<file path="config.mk">
export PLATFORM = sky130hd
export DESIGN_NAME = membus_top
export DESIGN_NICKNAME = d
export VERILOG_FILES = /design/src/rtl/membus_pkg.sv /design/src/rtl/bus_decode.sv /design/src/rtl/gen_bank.sv /design/src/rtl/frame_store.sv /design/src/rtl/membus_top.sv
export SDC_FILE = /design/constraint.sdc
export NUM_CORES = 2
export LEC_CHECK = 0
export BUFFER_PORTS_ARGS = -buffer_cell sky130_fd_sc_hd__buf_2
export CAP_MARGIN = 20
export CORE_ASPECT_RATIO = 0.5
export CORE_MARGIN = 2
export CORE_UTILIZATION = 35
export CTS_CLUSTER_SIZE = 28
export DETAILED_ROUTE_END_ITERATION = 12
export PLACE_DENSITY = 0.51
export SYNTH_ARGS = -nofsm -noshare
export SYNTH_HDL_FRONTEND = slang
export SYNTH_SLANG_ARGS = --single-unit
</file>
<file path="constraint.sdc">
create_clock -name clk -period 5.8 [get_ports clk]
set_input_delay 0.29 -clock clk [delete_from_list [all_inputs] [get_ports clk]]
set_output_delay 0.29 -clock clk [all_outputs]
set_load 0.01 [all_outputs]
</file>
<file path="src/rtl/membus_pkg.sv">
package membus_pkg;
  localparam int DW = 8;
  localparam int AW = 8;
  localparam int NSLOT = 4;

  typedef logic [DW-1:0] byte_t;
  typedef logic [AW-1:0] addr_t;

  localparam logic [1:0] SLOT_GEN = 2'b00;
  localparam logic [1:0] SLOT_RO  = 2'b01;
  localparam logic [1:0] SLOT_FB  = 2'b11;

  function automatic logic in_window(addr_t a, addr_t base, addr_t cnt);
    return (a >= base) && (a < base + cnt);
  endfunction

  function automatic byte_t ro_value(addr_t a);
    return a ^ 8'h5A;
  endfunction
endpackage

</file>
<file path="src/rtl/bus_decode.sv">
module bus_decode
  import membus_pkg::*;
(
  input  logic [1:0]       dev_sel,
  input  logic             acc_en,
  input  logic             rd_en,
  input  logic             wr_en,
  output logic [NSLOT-1:0] slot_rd,
  output logic [NSLOT-1:0] slot_wr
);
  for (genvar g = 0; g < NSLOT; g++) begin : g_slot
    logic hit;
    assign hit        = acc_en && (dev_sel == 2'(g));
    assign slot_rd[g] = hit && rd_en;
    assign slot_wr[g] = hit && wr_en;
  end
endmodule

</file>
<file path="src/rtl/gen_bank.sv">
module gen_bank
  import membus_pkg::*;
#(
  parameter int    RAM_DEPTH = 64,
  parameter int    GPI_N     = 2,
  parameter int    GPO_N     = 2,
  parameter addr_t GPI_BASE  = 8'hF0
) (
  input  logic             clk,
  input  logic             rst_n,
  input  logic             wr,
  input  addr_t            addr,
  input  byte_t            wdata,
  input  logic [GPI_N*8-1:0] gpi_pins,
  output logic [GPO_N*8-1:0] gpo_pins,
  output byte_t            rd_byte
);
  localparam int    RAW      = $clog2(RAM_DEPTH);
  localparam addr_t RAM_TOP  = addr_t'(RAM_DEPTH);
  localparam addr_t GPO_BASE = GPI_BASE + addr_t'(GPI_N);

  byte_t ram [RAM_DEPTH];
  byte_t gpo_q [GPO_N];
  logic  ram_hit;
  assign ram_hit = addr < RAM_TOP;

  always_ff @(posedge clk) begin
    if (!rst_n) begin
      for (int i = 0; i < RAM_DEPTH; i++) ram[i] <= '0;
      for (int i = 0; i < GPO_N; i++) gpo_q[i] <= '0;
    end else if (wr) begin
      if (ram_hit) ram[addr[RAW-1:0]] <= wdata;
      for (int i = 0; i < GPO_N; i++)
        if (addr == GPO_BASE + addr_t'(i)) gpo_q[i] <= wdata;
    end
  end

  for (genvar g = 0; g < GPO_N; g++) begin : g_gpo
    assign gpo_pins[g*8 +: 8] = gpo_q[g];
  end

  always_comb begin
    rd_byte = '0;
    if (ram_hit) rd_byte = ram[addr[RAW-1:0]];
    for (int i = 0; i < GPI_N; i++)
      if (addr == GPI_BASE + addr_t'(i)) rd_byte = gpi_pins[i*8 +: 8];
    for (int i = 0; i < GPO_N; i++)
      if (addr == GPO_BASE + addr_t'(i)) rd_byte = gpo_q[i];
  end
endmodule

</file>
<file path="src/rtl/frame_store.sv">
module frame_store
  import membus_pkg::*;
#(
  parameter int PIXELS = 512
) (
  input  logic  clk,
  input  logic  rst_n,
  input  logic  wr,
  input  addr_t addr,
  input  byte_t wdata,
  output byte_t rd_byte
);
  localparam int    NBYTES = PIXELS / DW;
  localparam int    FAW    = $clog2(NBYTES);
  localparam addr_t TOP    = addr_t'(NBYTES);

  byte_t fb [NBYTES];
  logic  hit;
  assign hit = addr < TOP;

  always_ff @(posedge clk) begin
    if (!rst_n) begin
      for (int i = 0; i < NBYTES; i++) fb[i] <= '0;
    end else if (wr && hit) begin
      fb[addr[FAW-1:0]] <= wdata;
    end
  end

  assign rd_byte = hit ? fb[addr[FAW-1:0]] : '0;
endmodule

</file>
<file path="src/rtl/membus_top.sv">
module membus_top
  import membus_pkg::*;
#(
  parameter int    RAM_DEPTH = 64,
  parameter int    GPI_N     = 2,
  parameter int    GPO_N     = 2,
  parameter addr_t GPI_BASE  = 8'hF0,
  parameter int    PIXELS    = 512
) (
  input  logic               clk,
  input  logic               rst_n,
  input  logic [1:0]         dev_sel,
  input  logic [7:0]         addr,
  input  logic               acc_en,
  input  logic               rd_en,
  input  logic               wr_en,
  input  logic [7:0]         wdata,
  output logic [7:0]         rdata,
  input  logic [GPI_N*8-1:0] gpi_pins,
  output logic [GPO_N*8-1:0] gpo_pins
);
  logic [NSLOT-1:0] dev_rd;
  logic [NSLOT-1:0] dev_wr;
  byte_t gen_byte, fb_byte, ro_byte;

  bus_decode u_dec (
    .dev_sel(dev_sel), .acc_en(acc_en), .rd_en(rd_en), .wr_en(wr_en),
    .slot_rd(dev_rd), .slot_wr(dev_wr)
  );

  gen_bank #(
    .RAM_DEPTH(RAM_DEPTH), .GPI_N(GPI_N), .GPO_N(GPO_N), .GPI_BASE(GPI_BASE)
  ) u_gen (
    .clk(clk), .rst_n(rst_n), .wr(dev_wr[SLOT_GEN]), .addr(addr),
    .wdata(wdata), .gpi_pins(gpi_pins), .gpo_pins(gpo_pins), .rd_byte(gen_byte)
  );

  frame_store #(.PIXELS(PIXELS)) u_fb (
    .clk(clk), .rst_n(rst_n), .wr(dev_wr[SLOT_FB]), .addr(addr),
    .wdata(wdata), .rd_byte(fb_byte)
  );

  assign ro_byte = ro_value(addr);

  always_comb begin
    rdata = '0;
    if (dev_rd[SLOT_GEN]) rdata = gen_byte;
    if (dev_rd[SLOT_RO])  rdata = ro_byte;
    if (dev_rd[SLOT_FB])  rdata = fb_byte;
  end
endmodule

</file>
==> results.rst <==
.. list-table::
   :header-rows: 1

   * - Metric
     - Value
   * - Sequence of cells on the critical path
     - buf_8 > buf_12 > mux4_2 > mux4_2 > a211oi_1 > o211ai_1 > buf_2
   * - Netlist area before placement
     - slightly below 0.05 sq mm
   * - Number of slew-limit violations in the final report
     - 0
   * - Remaining DRCs
     - 0
   * - Tightest Pin Transition
     - 1.10 ns
   * - Synth async-reset ratio
     - 0%
   * - H-tree depth
     - 3
   * - Clock Sink Count
     - 1040
   * - Detail Placement HPWL
     - 90.4 mm
   * - Antenna-violating nets left
     - 0
   * - Status
     - complete, no violations
   * - Normalized max-slew margin
     - 26.6%
   * - Iteration count of the initial detailed-routing pass
     - 6
   * - CTS buffer count
     - 101
   * - Count of final setup violators
     - 0
   * - Total wire length
     - 142 mm
   * - Detailed-route vias per instance
     - 5.26
   * - Worst-path cell with the longest stage delay
     - mux4_2
   * - Post-synth top flop
     - edfxtp_1
   * - Startpoint class of the critical path
     - primary input
   * - Post-Syn Instances
     - approximately 3300
   * - Worst setup timing slack at the placement stage
     - approximately 1.7 ns
   * - Number of non-filler instances in the completed layout
     - between 5000 and 6000
   * - Die Span X
     - 531 um
   * - Final worst path period need
     - just over 4 ns
   * - Area of the die
     - approximately 0.14 sq mm
   * - Post-CTS sizing
     - 0
   * - Register area share after synthesis
     - 64.2%
   * - # nets final
     - ~3400
   * - RSZ-0062 raised after global routing
     - false
   * - Most frequent CP cell
     - mux4_2
   * - Count of buffers from port buffering
     - 62
   * - Clock tree from TritonCTS
     - built
   * - Leakage power figure
     - roughly 19 nW
   * - Critical hold path startpoint
     - wdata[4]
   * - Share of post-route cells with drive strength above 1
     - 19.4%
   * - Area of the core
     - 0.138 sq mm
   * - First-pass GRT wire length
     - 206 mm
   * - Most frequently used cell type in the post-synthesis netlist
     - edfxtp_1
   * - Warnings, synthesis
     - 0
   * - DRC violation total after the first TritonRoute iteration
     - 2931
   * - Post-synth EDFFs
     - around 1000
   * - Longest Clk Path Bufs
     - 3
   * - Number of buffers inserted by hold repair at cts
     - 0
   * - Count of vias placed by the detailed router
     - 27900
   * - Summed area of non-filler cells in the final layout
     - 0.0549 sq mm
   * - Overflow after GRT
     - 0
   * - Period Utilization, post-route
     - around 71%
   * - Starting density of the core
     - 35.4%
   * - Growth of design area from synthesis to finish
     - 12.8%
   * - Cell variety after synth
     - 62
   * - Master cell of the clock root buffer
     - clkbuf_16
   * - Cell Count Post-Placement
     - ~5000
   * - Power density relative to cell area
     - 307 mW/mm^2
   * - Total negative setup slack
     - 0 ns
   * - Number of global-route vias before repair
     - 28200
   * - Final worst-path setup slack
     - 1.68 ns
   * - Cell types with the largest area share after synthesis
     - edfxtp_1, and2_1, mux4_2
   * - FP Rows
     - 96
   * - Maximum number of pins on one net before global-route repair
     - 88
   * - Hold/Removal Path Class
     - in -> reg
   * - Global-route usage over all layers
     - between 10% and 20%
   * - Final hold vios
     - 0
   * - Total setup buffers inserted after CTS
     - 0
   * - Flops & latches, synth
     - 1040
   * - I/O pin count
     - 63
   * - Top-area cell type share of the netlist area
     - between 60% and 70%
   * - Highest achievable clock rate
     - 0.243 GHz
   * - Maximum resistive drop on vdd
     - 0.000209 V
   * - Synthesized net count
     - between 3000 and 4000
   * - Average size of a mapped cell
     - 15.0 sq um
   * - Critical path required time
     - 5.51 ns
   * - Worst Hold End
     - u_fb.fb[59][4]$_SDFFCE_PN0P_
   * - Worst hold path depth
     - 2
   * - Cell taking the most area after synthesis
     - edfxtp_1
   * - Antenna violations before repair
     - 5
   * - Critical path type
     - in -> out
   * - Largest stage delay on the critical path
     - 0.61 ns
   * - Detailed-route wire length per cell
     - 26.7 um
   * - Max cap viols
     - 0
   * - Final RePlAce weighted congestion
     - 0.845
   * - Area after DPL
     - 0.0514 sq mm
   * - Worst path arrival time
     - about 3.8 ns
   * - Worst-path maximum fanout
     - 78
   * - Reg clk slew, reported paths
     - 0.06 ns
   * - Height of the chip
     - 268 um
   * - Ranking of synthesized cells by instance count
     - edfxtp_1, and2_1, mux4_2
   * - Kind of end point of the critical path
     - output pin
## cells in the final DEF (no fill, tap or decap), types with 6 or more instances in the layout
cell type  count
buf_2         80
bufinv_16     13
nor2_1       156
o22ai_1       15
nand2_1       59
a21oi_1       15
clkinv_1      24
mux2i_1       80
and2_1      1035
o221ai_1      13
a31oi_1        8
clkinv_2      18
clkbuf_16    104
clkbuf_4       6
buf_4        153
diode_2        6
mux4_2       236
nor2b_1        8
a22oi_1       31
nand3_1       21
clkbuf_1      17
edfxtp_1    1040
nor3_1        12
mux2_2        16
o21ai_0      151
mux4_1        14
## critical path, delay by kind of cell
kind	cells	cell delay (ns)
AOI/OAI and AO/OA	2	1.03
buffers and inverters	3	1.30
muxes	2	1.10
## how the worst max path moves through the flow
stage                 start        to  slack, ns  depth (start not counted)
finish              addr[1]  rdata[7]       1.68                          7
global route        addr[0]  rdata[3]       1.54                          9
CTS                 addr[0]  rdata[3]       1.66                          9
detailed placement  addr[0]  rdata[3]       1.68                          9
global placement    addr[1]  rdata[3]       1.58                          9
floorplan           addr[1]  rdata[0]       3.18                         10
## kinds of logic (layout without fill, tap and decap cells)
family	count (synthesis)	after routing	share of synthesized area (%)
buf+inv	258	439	2.56
mux	346	346	13.7
simple gates	1333	1333	16.1
compound gates	276	276	3.50
flops	1040	1040	64.2
other cells	0	6	0
## final cells by class
cell class                 count  area [sq um]
sequential                  1040         31200
multi-input combinational   1955         16200
clock inverter                65           663
fill                       12700         82700
antenna                        6          15.0
timing repair buffer         251          1760
tap                         1862          2330
clock buffer                 121          2670
inverter                       2          7.51
## per-layer routing
metal / GRT usage (%) / vias up / part of all wire (%)
met1: 27.5 / 14600 / 44
met5: 0 / - / 0.014
met2: 32.5 / 846 / 48
met3: 2.69 / 176 / 5.1
li1: - / 12300 / -
met4: 6.48 / 2 / 3.0
## where the power goes
group	internal, mW	switching, mW
sequential	8.62	0.128
clock	3.85	2.95
combinational	0.469	0.817
total	12.9	3.89
## stage by stage
stage / power, mW / hold WS [ns] / utilization (%)
3_5_place_dp: 10.2 / 0.760 / 37.4
5_1_grt: 17.3 / 0.237 / 39.9
6_report: 16.8 / 0.237 / 39.9
2_1_floorplan: 9.60 / 0.656 / -
4_1_cts: 17.0 / 0.202 / 39.8
3_3_place_gp: 10.2 / 0.771 / 37.2
## registers in the layout, summed over array words and instances, names as in the netlist
name,flops
u_gen.gpo_q,16
u_fb.fb,512
u_gen.ram,512
Power figures use the tool's default switching activity.
